<file path="src/rtl/exc_entry_pkg.sv">
package exc_entry_pkg;
    localparam int W_DATA = 32;
    localparam int W_CODE = 12;
    localparam int W_MASK = 4;

    localparam int BIT_BLOCK = 28;
    localparam int BIT_BANK  = 29;
    localparam int BIT_PRIV  = 30;
    localparam int BIT_FPDIS = 15;
    localparam int MASK_LO   = 4;

    typedef enum logic [1:0] {
        ACT_NONE  = 2'd0,
        ACT_EXC   = 2'd1,
        ACT_IRQ   = 2'd2,
        ACT_RESET = 2'd3
    } act_e;

    typedef struct packed {
        logic [W_DATA-1:0] sr;
        logic [W_DATA-1:0] pc;
        logic [W_DATA-1:0] saved_sr;
        logic [W_DATA-1:0] saved_pc;
        logic [W_DATA-1:0] saved_sp;
        logic [W_CODE-1:0] exc_cause;
        logic [W_CODE-1:0] irq_cause;
        logic              done;
        logic              rst_req;
        logic              lock_inval;
        logic              dslot_clr;
        logic              sleep_clr;
    } entry_state_t;
endpackage

</file>
<file path="src/rtl/exc_arbiter.sv">
module exc_arbiter
    import exc_entry_pkg::*;
#(
    parameter logic [W_CODE-1:0] UNBLOCKED_CODE = 12'h1E0
) (
    input  logic              exc_valid,
    input  logic [W_CODE-1:0] exc_code,
    input  logic              irq_req,
    input  logic              ic_vec_valid,
    input  logic              blocked,
    input  logic              sleeping,
    input  logic              in_dslot,
    output act_e              act
);
    logic irq_allowed;

    // an interrupt needs: no delay slot, and either unblocked or waking from sleep
    assign irq_allowed = irq_req && !in_dslot && (!blocked || sleeping) && ic_vec_valid;

    always_comb begin
        act = ACT_NONE;
        if (exc_valid) begin
            if (blocked && (exc_code != UNBLOCKED_CODE)) begin
                act = ACT_RESET;
            end else begin
                act = ACT_EXC;
            end
        end else if (irq_allowed) begin
            act = ACT_IRQ;
        end
    end
endmodule

</file>
<file path="src/rtl/exc_target.sv">
module exc_target
    import exc_entry_pkg::*;
#(
    parameter int                    N_RST      = 3,
    parameter logic [N_RST*W_CODE-1:0] RST_CODES = {12'h140, 12'h020, 12'h000},
    parameter int                    N_TLB      = 2,
    parameter logic [N_TLB*W_CODE-1:0] TLB_CODES = {12'h060, 12'h040},
    parameter logic [W_CODE-1:0]     TRAP_CODE  = 12'h160,
    parameter logic [W_DATA-1:0]     RESET_PC   = 32'hA000_0000,
    parameter logic [W_DATA-1:0]     OFS_GEN    = 32'h0000_0100,
    parameter logic [W_DATA-1:0]     OFS_TLB    = 32'h0000_0400,
    parameter logic [W_DATA-1:0]     OFS_IRQ    = 32'h0000_0600,
    parameter logic [W_DATA-1:0]     SLOT_STEP  = 32'd2
) (
    input  act_e              act,
    input  logic [W_CODE-1:0] code,
    input  logic [W_DATA-1:0] sr,
    input  logic [W_DATA-1:0] pc,
    input  logic [W_DATA-1:0] vbase,
    input  logic              dslot,
    output logic [W_DATA-1:0] sr_nx,
    output logic [W_DATA-1:0] pc_nx,
    output logic [W_DATA-1:0] spc_nx
);
    localparam logic [W_DATA-1:0] MODE_SET =
        (W_DATA'(1) << BIT_BLOCK) | (W_DATA'(1) << BIT_BANK) | (W_DATA'(1) << BIT_PRIV);

    logic [N_RST-1:0] rst_hit;
    logic [N_TLB-1:0] tlb_hit;
    logic             is_exc;
    logic             is_rst_class;
    logic             is_tlb_class;
    logic             is_trap;

    genvar gi;
    generate
        for (gi = 0; gi < N_RST; gi++) begin : g_rst
            assign rst_hit[gi] = (code == RST_CODES[gi*W_CODE +: W_CODE]);
        end
        for (gi = 0; gi < N_TLB; gi++) begin : g_tlb
            assign tlb_hit[gi] = (code == TLB_CODES[gi*W_CODE +: W_CODE]);
        end
    endgenerate

    assign is_exc       = (act == ACT_EXC);
    assign is_rst_class = is_exc && (|rst_hit);
    assign is_tlb_class = is_exc && (|tlb_hit);
    assign is_trap      = is_exc && (code == TRAP_CODE);

    always_comb begin
        sr_nx = sr | MODE_SET;
        if (is_rst_class) begin
            sr_nx[BIT_FPDIS]             = 1'b0;
            sr_nx[MASK_LO +: W_MASK]     = '1;
            pc_nx                        = RESET_PC;
        end else if (act == ACT_IRQ) begin
            pc_nx = vbase + OFS_IRQ;
        end else if (is_tlb_class) begin
            pc_nx = vbase + OFS_TLB;
        end else begin
            pc_nx = vbase + OFS_GEN;
        end

        spc_nx = pc;
        if (dslot) begin
            spc_nx = spc_nx - SLOT_STEP;
        end
        if (is_trap) begin
            spc_nx = spc_nx + SLOT_STEP;
        end
    end
endmodule

</file>
<file path="src/rtl/exc_entry_ctrl.sv">
module exc_entry_ctrl
    import exc_entry_pkg::*;
#(
    parameter logic [W_CODE-1:0] UNBLOCKED_CODE = 12'h1E0,
    parameter logic [W_CODE-1:0] TRAP_CODE      = 12'h160,
    parameter logic [W_DATA-1:0] RESET_PC       = 32'hA000_0000,
    parameter logic [W_DATA-1:0] OFS_GEN        = 32'h0000_0100,
    parameter logic [W_DATA-1:0] OFS_TLB        = 32'h0000_0400,
    parameter logic [W_DATA-1:0] OFS_IRQ        = 32'h0000_0600,
    parameter logic [W_DATA-1:0] SLOT_STEP      = 32'd2
) (
    input  logic              clk,
    input  logic              rst_n,
    input  logic              exc_valid,
    input  logic [W_CODE-1:0] exc_code,
    input  logic              irq_req,
    output logic [W_MASK-1:0] ic_level_o,
    input  logic              ic_vec_valid,
    input  logic [W_CODE-1:0] ic_vec,
    input  logic [W_DATA-1:0] sr_i,
    input  logic [W_DATA-1:0] pc_i,
    input  logic [W_DATA-1:0] r15_i,
    input  logic [W_DATA-1:0] vbase_i,
    input  logic              dslot_i,
    input  logic              sleep_i,
    output logic              done_o,
    output logic              rst_req_o,
    output logic [W_DATA-1:0] sr_o,
    output logic [W_DATA-1:0] pc_o,
    output logic [W_DATA-1:0] saved_sr_o,
    output logic [W_DATA-1:0] saved_pc_o,
    output logic [W_DATA-1:0] saved_sp_o,
    output logic [W_CODE-1:0] exc_cause_o,
    output logic [W_CODE-1:0] irq_cause_o,
    output logic              lock_inval_o,
    output logic              dslot_clr_o,
    output logic              sleep_clr_o
);
    entry_state_t      st_d;
    entry_state_t      st_q;
    act_e              act;
    logic [W_DATA-1:0] sr_nx;
    logic [W_DATA-1:0] pc_nx;
    logic [W_DATA-1:0] spc_nx;

    assign ic_level_o = sr_i[MASK_LO +: W_MASK];

    exc_arbiter #(
        .UNBLOCKED_CODE (UNBLOCKED_CODE)
    ) u_arb (
        .exc_valid    (exc_valid),
        .exc_code     (exc_code),
        .irq_req      (irq_req),
        .ic_vec_valid (ic_vec_valid),
        .blocked      (sr_i[BIT_BLOCK]),
        .sleeping     (sleep_i),
        .in_dslot     (dslot_i),
        .act          (act)
    );

    exc_target #(
        .TRAP_CODE (TRAP_CODE),
        .RESET_PC  (RESET_PC),
        .OFS_GEN   (OFS_GEN),
        .OFS_TLB   (OFS_TLB),
        .OFS_IRQ   (OFS_IRQ),
        .SLOT_STEP (SLOT_STEP)
    ) u_tgt (
        .act    (act),
        .code   (exc_code),
        .sr     (sr_i),
        .pc     (pc_i),
        .vbase  (vbase_i),
        .dslot  (dslot_i),
        .sr_nx  (sr_nx),
        .pc_nx  (pc_nx),
        .spc_nx (spc_nx)
    );

    always_comb begin
        st_d            = st_q;
        st_d.done       = 1'b0;
        st_d.rst_req    = 1'b0;
        st_d.lock_inval = 1'b0;
        st_d.dslot_clr  = 1'b0;
        st_d.sleep_clr  = 1'b0;
        case (act)
            ACT_RESET: begin
                st_d.rst_req = 1'b1;
            end
            ACT_EXC, ACT_IRQ: begin
                st_d.saved_sr   = sr_i;
                st_d.saved_pc   = spc_nx;
                st_d.saved_sp   = r15_i;
                st_d.sr         = sr_nx;
                st_d.pc         = pc_nx;
                st_d.done       = 1'b1;
                st_d.lock_inval = 1'b1;
                st_d.sleep_clr  = 1'b1;
                st_d.dslot_clr  = dslot_i;
                if (act == ACT_EXC) begin
                    st_d.exc_cause = exc_code;
                end else begin
                    st_d.irq_cause = ic_vec;
                end
            end
            default: begin
            end
        endcase
    end

    always_ff @(posedge clk or negedge rst_n) begin
        if (!rst_n) begin
            st_q <= '0;
        end else begin
            st_q <= st_d;
        end
    end

    assign done_o       = st_q.done;
    assign rst_req_o    = st_q.rst_req;
    assign sr_o         = st_q.sr;
    assign pc_o         = st_q.pc;
    assign saved_sr_o   = st_q.saved_sr;
    assign saved_pc_o   = st_q.saved_pc;
    assign saved_sp_o   = st_q.saved_sp;
    assign exc_cause_o  = st_q.exc_cause;
    assign irq_cause_o  = st_q.irq_cause;
    assign lock_inval_o = st_q.lock_inval;
    assign dslot_clr_o  = st_q.dslot_clr;
    assign sleep_clr_o  = st_q.sleep_clr;
endmodule

</file>
<file path="config.mk">
export PLATFORM = sky130hd
export DESIGN_NAME = exc_entry_ctrl
export DESIGN_NICKNAME = d
export VERILOG_FILES = /design/src/rtl/exc_entry_pkg.sv /design/src/rtl/exc_arbiter.sv /design/src/rtl/exc_target.sv /design/src/rtl/exc_entry_ctrl.sv
export SDC_FILE = /design/constraint.sdc
export NUM_CORES = 1
export LEC_CHECK = 0
export ABC_AREA = 1
export BUFFER_PORTS_ARGS = -buffer_cell sky130_fd_sc_hd__buf_2
export CORE_MARGIN = 2
export CORE_UTILIZATION = 46
export DETAILED_ROUTE_END_ITERATION = 16
export GPL_TIMING_DRIVEN = 0
export HOLD_SLACK_MARGIN = 0.08
export PLACE_DENSITY = 0.78
export SYNTH_ARGS = -nofsm -noshare
export SYNTH_HDL_FRONTEND = slang
export SYNTH_HIERARCHICAL = 1
export SYNTH_SLANG_ARGS = --single-unit
</file>
<file path="constraint.sdc">
create_clock -name clk -period 1.4 [get_ports clk]
set_input_delay 0 -clock clk [delete_from_list [all_inputs] [get_ports clk]]
set_output_delay 0 -clock clk [all_outputs]
set_load 0.01 [all_outputs]
</file>
==> summary.md <==
| Metric | Value |
|---|---|
| NumNets Final | `2257` |
| Die H | `156 µm` |
| Ys Warns | `6` |
| RSZ-0062 raised after global routing | `true` |
| Final setup viols | `50` |
| DRC Markers | `0` |
| Global route total overflow | `0` |
| Cells after synthesis | `1520` |
| Fmax | `558 MHz` |
| Site row count | `55` |
| TritonCTS clock tree | `built` |
| Switching Share | `34.9%` |
| Cts bufs inserted | `17` |
| Setup crit start kind | `input pin` |
| Outcome | `complete, but fails checks` |
| Most common cell on crit path | `nand2_1` |
| Largest stage delay, worst path | `0.23 ns` |
| Sequential share of the synthesized area | `44.1%` |
| Post-Layout Cell Count | `2395` |
| Longest Clk Path Bufs | `2` |
| Cell Area, Synth | `0.0106 mm²` |
| Min Hold Slack | `0.0791 ns` |
| Placed Cells | `2157` |
| Worst reg-to-reg setup slack | `0.68 ns` |
| Final core occ | `71.6%` |
| Critical path class | `input pin to register` |
| Largest cells by area after synthesis | `dfrtp_1 44%, nand2_1 27%, inv_1 4.7%` |
| Gp weighted congestion | `0.870` |
| Max_slew headroom | `47.4%` |
| Vias | `12169` |
| Cell variety after synth | `39` |
| Sequential power share | `41.6%` |
| Total power after layout | `16.3 mW` |
| Hold Crit Class | `input pin to register` |
| Fin. Hold Viols | `0` |
| Critical-path top delay cell | `nor2_4` |
| WP data arrival | `2.15 ns` |
| CP Max Fanout | `6` |
| H-tree depth | `4` |
| Psw | `5.68 mW` |
| HPWL Detailed | `25300 µm` |
| Die Area | `0.0243 mm²` |
| Min Tclk post-route | `1.79 ns` |
| Drt initial violations | `1016` |
| Worst-Skew Late Latency | `0.43 ns` |
| Power per cell area | `1000 mW/mm²` |
| Mean routed wirelength per cell | `16.2 µm` |
| # IOs | `352` |
| Max Cap Violations | `0` |
| Critical Path RT | `1.76 ns` |
| Die X | `156 µm` |
| Place WS | `-1.14 ns` |
| Area added between synthesis and finish | `52.8%` |
| Largest net degree at the start of global routing | `104` |
| Pleak | `8.96 nW` |
| Combinational Power Share | `28.9%` |
| Slew Viols, Final | `0` |
| First-pass GRT wire length | `57000 µm` |
| TritonCTS Sinks | `187` |
| CTS clk-pin slew, worst paths | `0.08 ns` |
| Clock skew | `0 ns` |
| DRT Wirelength | `38900 µm` |
| Yosys reg bits | `187` |
| Root buffer cell | `clkbuf_16` |
| Layout cell share with drive strength beyond 1 | `34.0%` |
| Vias in the first global route | `11588` |
| Nature of the critical path endpoint | `register` |
| Drt first pass iters | `7` |
| Clock power frac | `29.4%` |
| Initial Utilization | `46.8%` |
| Top delay family on crit path | `simple AND/OR/NAND/NOR gates` |
| VDD IR max | `0.799 mV` |
| Post-route ant nets | `0` |
| Core ar. | `0.0226 mm²` |
| Vias per inst | `5.08` |
| Initial antenna violation count | `8` |
| Period utilization | `128%` |
| Average size of a mapped cell | `6.98 µm²` |
| Yosys top cell area share | `44.1%` |
| Failing checks | `setup timing` |
| Worst-margin pin slew | `0.789 ns` |
| Total track usage | `29.6%` |
| Cell Chain, Critical Path | `buf_2 -> nand2_2 -> nor3_4 -> o21ai_2 -> nand2_4 -> buf_4 -> buf_4 -> inv_2 -> nor2_4 -> buf_4 -> nand2_2 -> o21ai_2 -> nand2_2 -> clkinv_4 -> nand4_1 -> nand2_1 -> nand2_1 -> nor2_1 -> nand2_1 -> nand2_1` |
| Yosys top cell by area | `dfrtp_1` |
| P_int | `10.6 mW` |
| Final WS setup | `-0.394 ns` |
| Worst Path Buf+Inv | `6` |
| Port Buffers | `349` |
[final cells by class]
| cell class | instances | area (µm²) |
|---|---|---|
| fill | 1694 | 6440 |
| inverter | 140 | 598 |
| tap | 285 | 357 |
| clock inverter | 14 | 155 |
| antenna | 9 | 22.5 |
| multi-input combinational | 1117 | 5610 |
| sequential | 187 | 4680 |
| timing repair buffer | 546 | 3760 |
| buffer | 78 | 586 |
| clock buffer | 18 | 429 |
| timing repair inverter | 1 | 5.00 |
[repair_timing]
item,4_1_cts,5_1_grt
gates resized for setup,128,103
cloned,1,2
buffers inserted,34,30
endpoints found under the hold margin,261,2
setup endpoints to repair,104,118
pin swaps,77,87
hold buffers,131,2
[worst paths after layout]
kind | end | cells past startpoint | from
setup / recovery | pc_o[28]$_DFFE_PN0P_ | 20 | irq_req
hold / removal | saved_pc_o[28]$_DFFE_PN0P_ | 7 | pc_i[28]
setup reg to reg | irq_cause_o[11]$_DFFE_PN0P_ | 2 | irq_cause_o[11]$_DFFE_PN0P_
hold reg to reg | irq_cause_o[2]$_DFFE_PN0P_ | 2 | irq_cause_o[2]$_DFFE_PN0P_
max in group asynchronous | sr_o[6]$_DFFE_PN0P_ | 3 | rst_n
min in group asynchronous | irq_cause_o[5]$_DFFE_PN0P_ | 2 | rst_n
[layer usage]
layer | share of wire, % | global-route usage [%]
met1 | 38 | 34.2
met3 | 6.2 | 5.14
met5 | 0.021 | 0
met4 | 5.2 | 14.6
met2 | 51 | 52.9
[power by group through the flow]
| stage | registers [mW] | logic [mW] | clock network (mW) |
|---|---|---|---|
| after detailed placement | 6.84 | 3.99 | 0 |
| after global routing | 6.86 | 5.16 | 5.11 |
| after CTS | 6.75 | 4.44 | 4.84 |
| after global placement | 6.81 | 3.91 | 0 |
| final | 6.78 | 4.71 | 4.80 |
| after floorplan | 7.23 | 1.67 | 0 |
[kinds of logic after synthesis]
family,count (synthesis),synth area share [%]
xor+xnor,23,1.90
compound gates,56,3.00
fa+ha+maj,10,1.18
other cells,1,0.0354
simple gates,1025,39.6
flops,187,44.1
buf+inv,218,10.1
[flip-flops by register name, summed over array words and instances, names as in the netlist]
name,count
exc_cause_o,12
irq_cause_o,12
saved_sp_o,32
rst_req_o,1
saved_pc_o,32
done_o,1
dslot_clr_o,1
saved_sr_o,32
sr_o,32
pc_o,32
[placed cells by master, fill, tap and decap left out, types with 4 or more instances in the layout]
cell,count
inv_2,17
nor3_1,9
or2_2,4
nand3_2,15
nand2_1,712
clkbuf_1,4
nor2_4,36
nor3_4,5
nand2_2,41
o21ai_0,6
nand2_4,15
xor2_1,21
clkbuf_16,18
nand3_4,8
dfrtp_1,187
a21oi_1,14
buf_12,5
inv_6,4
inv_1,112
dlygate4sd3_1,132
o21ai_2,8
a21oi_2,7
nor4_1,4
nor2_2,19
nor2_1,80
clkinv_4,5
ha_1,9
buf_2,356
buf_4,91
clkinv_8,6
nand3_1,49
o21ai_1,7
nand4_1,21
buf_6,29
diode_2,9
[metrics by stage]
step / setup TNS, ns / cell area, µm²
global route: -14.82 / 16200
detailed placement: -90.10 / 12900
floorplan: -7.98 / 10800
finish: -10.07 / 16200
global placement: -583.69 / 12900
CTS: -3.59 / 15600
[worst register-to-register path, cell delays in order (launching register included)]
cell	delay [ns]
dfrtp_1	0.42
nand2_1	0.10
nand2_1	0.08
[Yosys cell counts]
| library cell | number |
|---|---|
| nand2_2 | 11 |
| o21ai_1 | 2 |
| o211ai_1 | 1 |
| nor2_1 | 107 |
| o31ai_1 | 1 |
| ha_1 | 10 |
| dfrtp_1 | 187 |
| buf_6 | 11 |
| nand3b_2 | 1 |
| o21ai_0 | 21 |
| clkinv_1 | 2 |
| inv_2 | 4 |
| o211a_1 | 2 |
| nor2_2 | 21 |
| nand2_1 | 759 |
| inv_4 | 1 |
| a31oi_1 | 1 |
| nand3b_1 | 1 |
| or2_2 | 4 |
| conb_1 | 1 |
| nor2_4 | 7 |
| a32o_1 | 1 |
| o21ai_2 | 1 |
| nor3_2 | 3 |
| and2_1 | 1 |
| nor4_1 | 4 |
| buf_4 | 37 |
| xnor2_1 | 2 |
| nand3_1 | 70 |
| xor2_1 | 21 |
| o21a_1 | 3 |
| nand4_1 | 21 |
| a21oi_1 | 21 |
| nor3_1 | 13 |
| o21bai_1 | 2 |
| nand3_2 | 2 |
| clkbuf_1 | 5 |
| inv_1 | 133 |
| buf_2 | 25 |
Power figures use the tool's default switching activity.
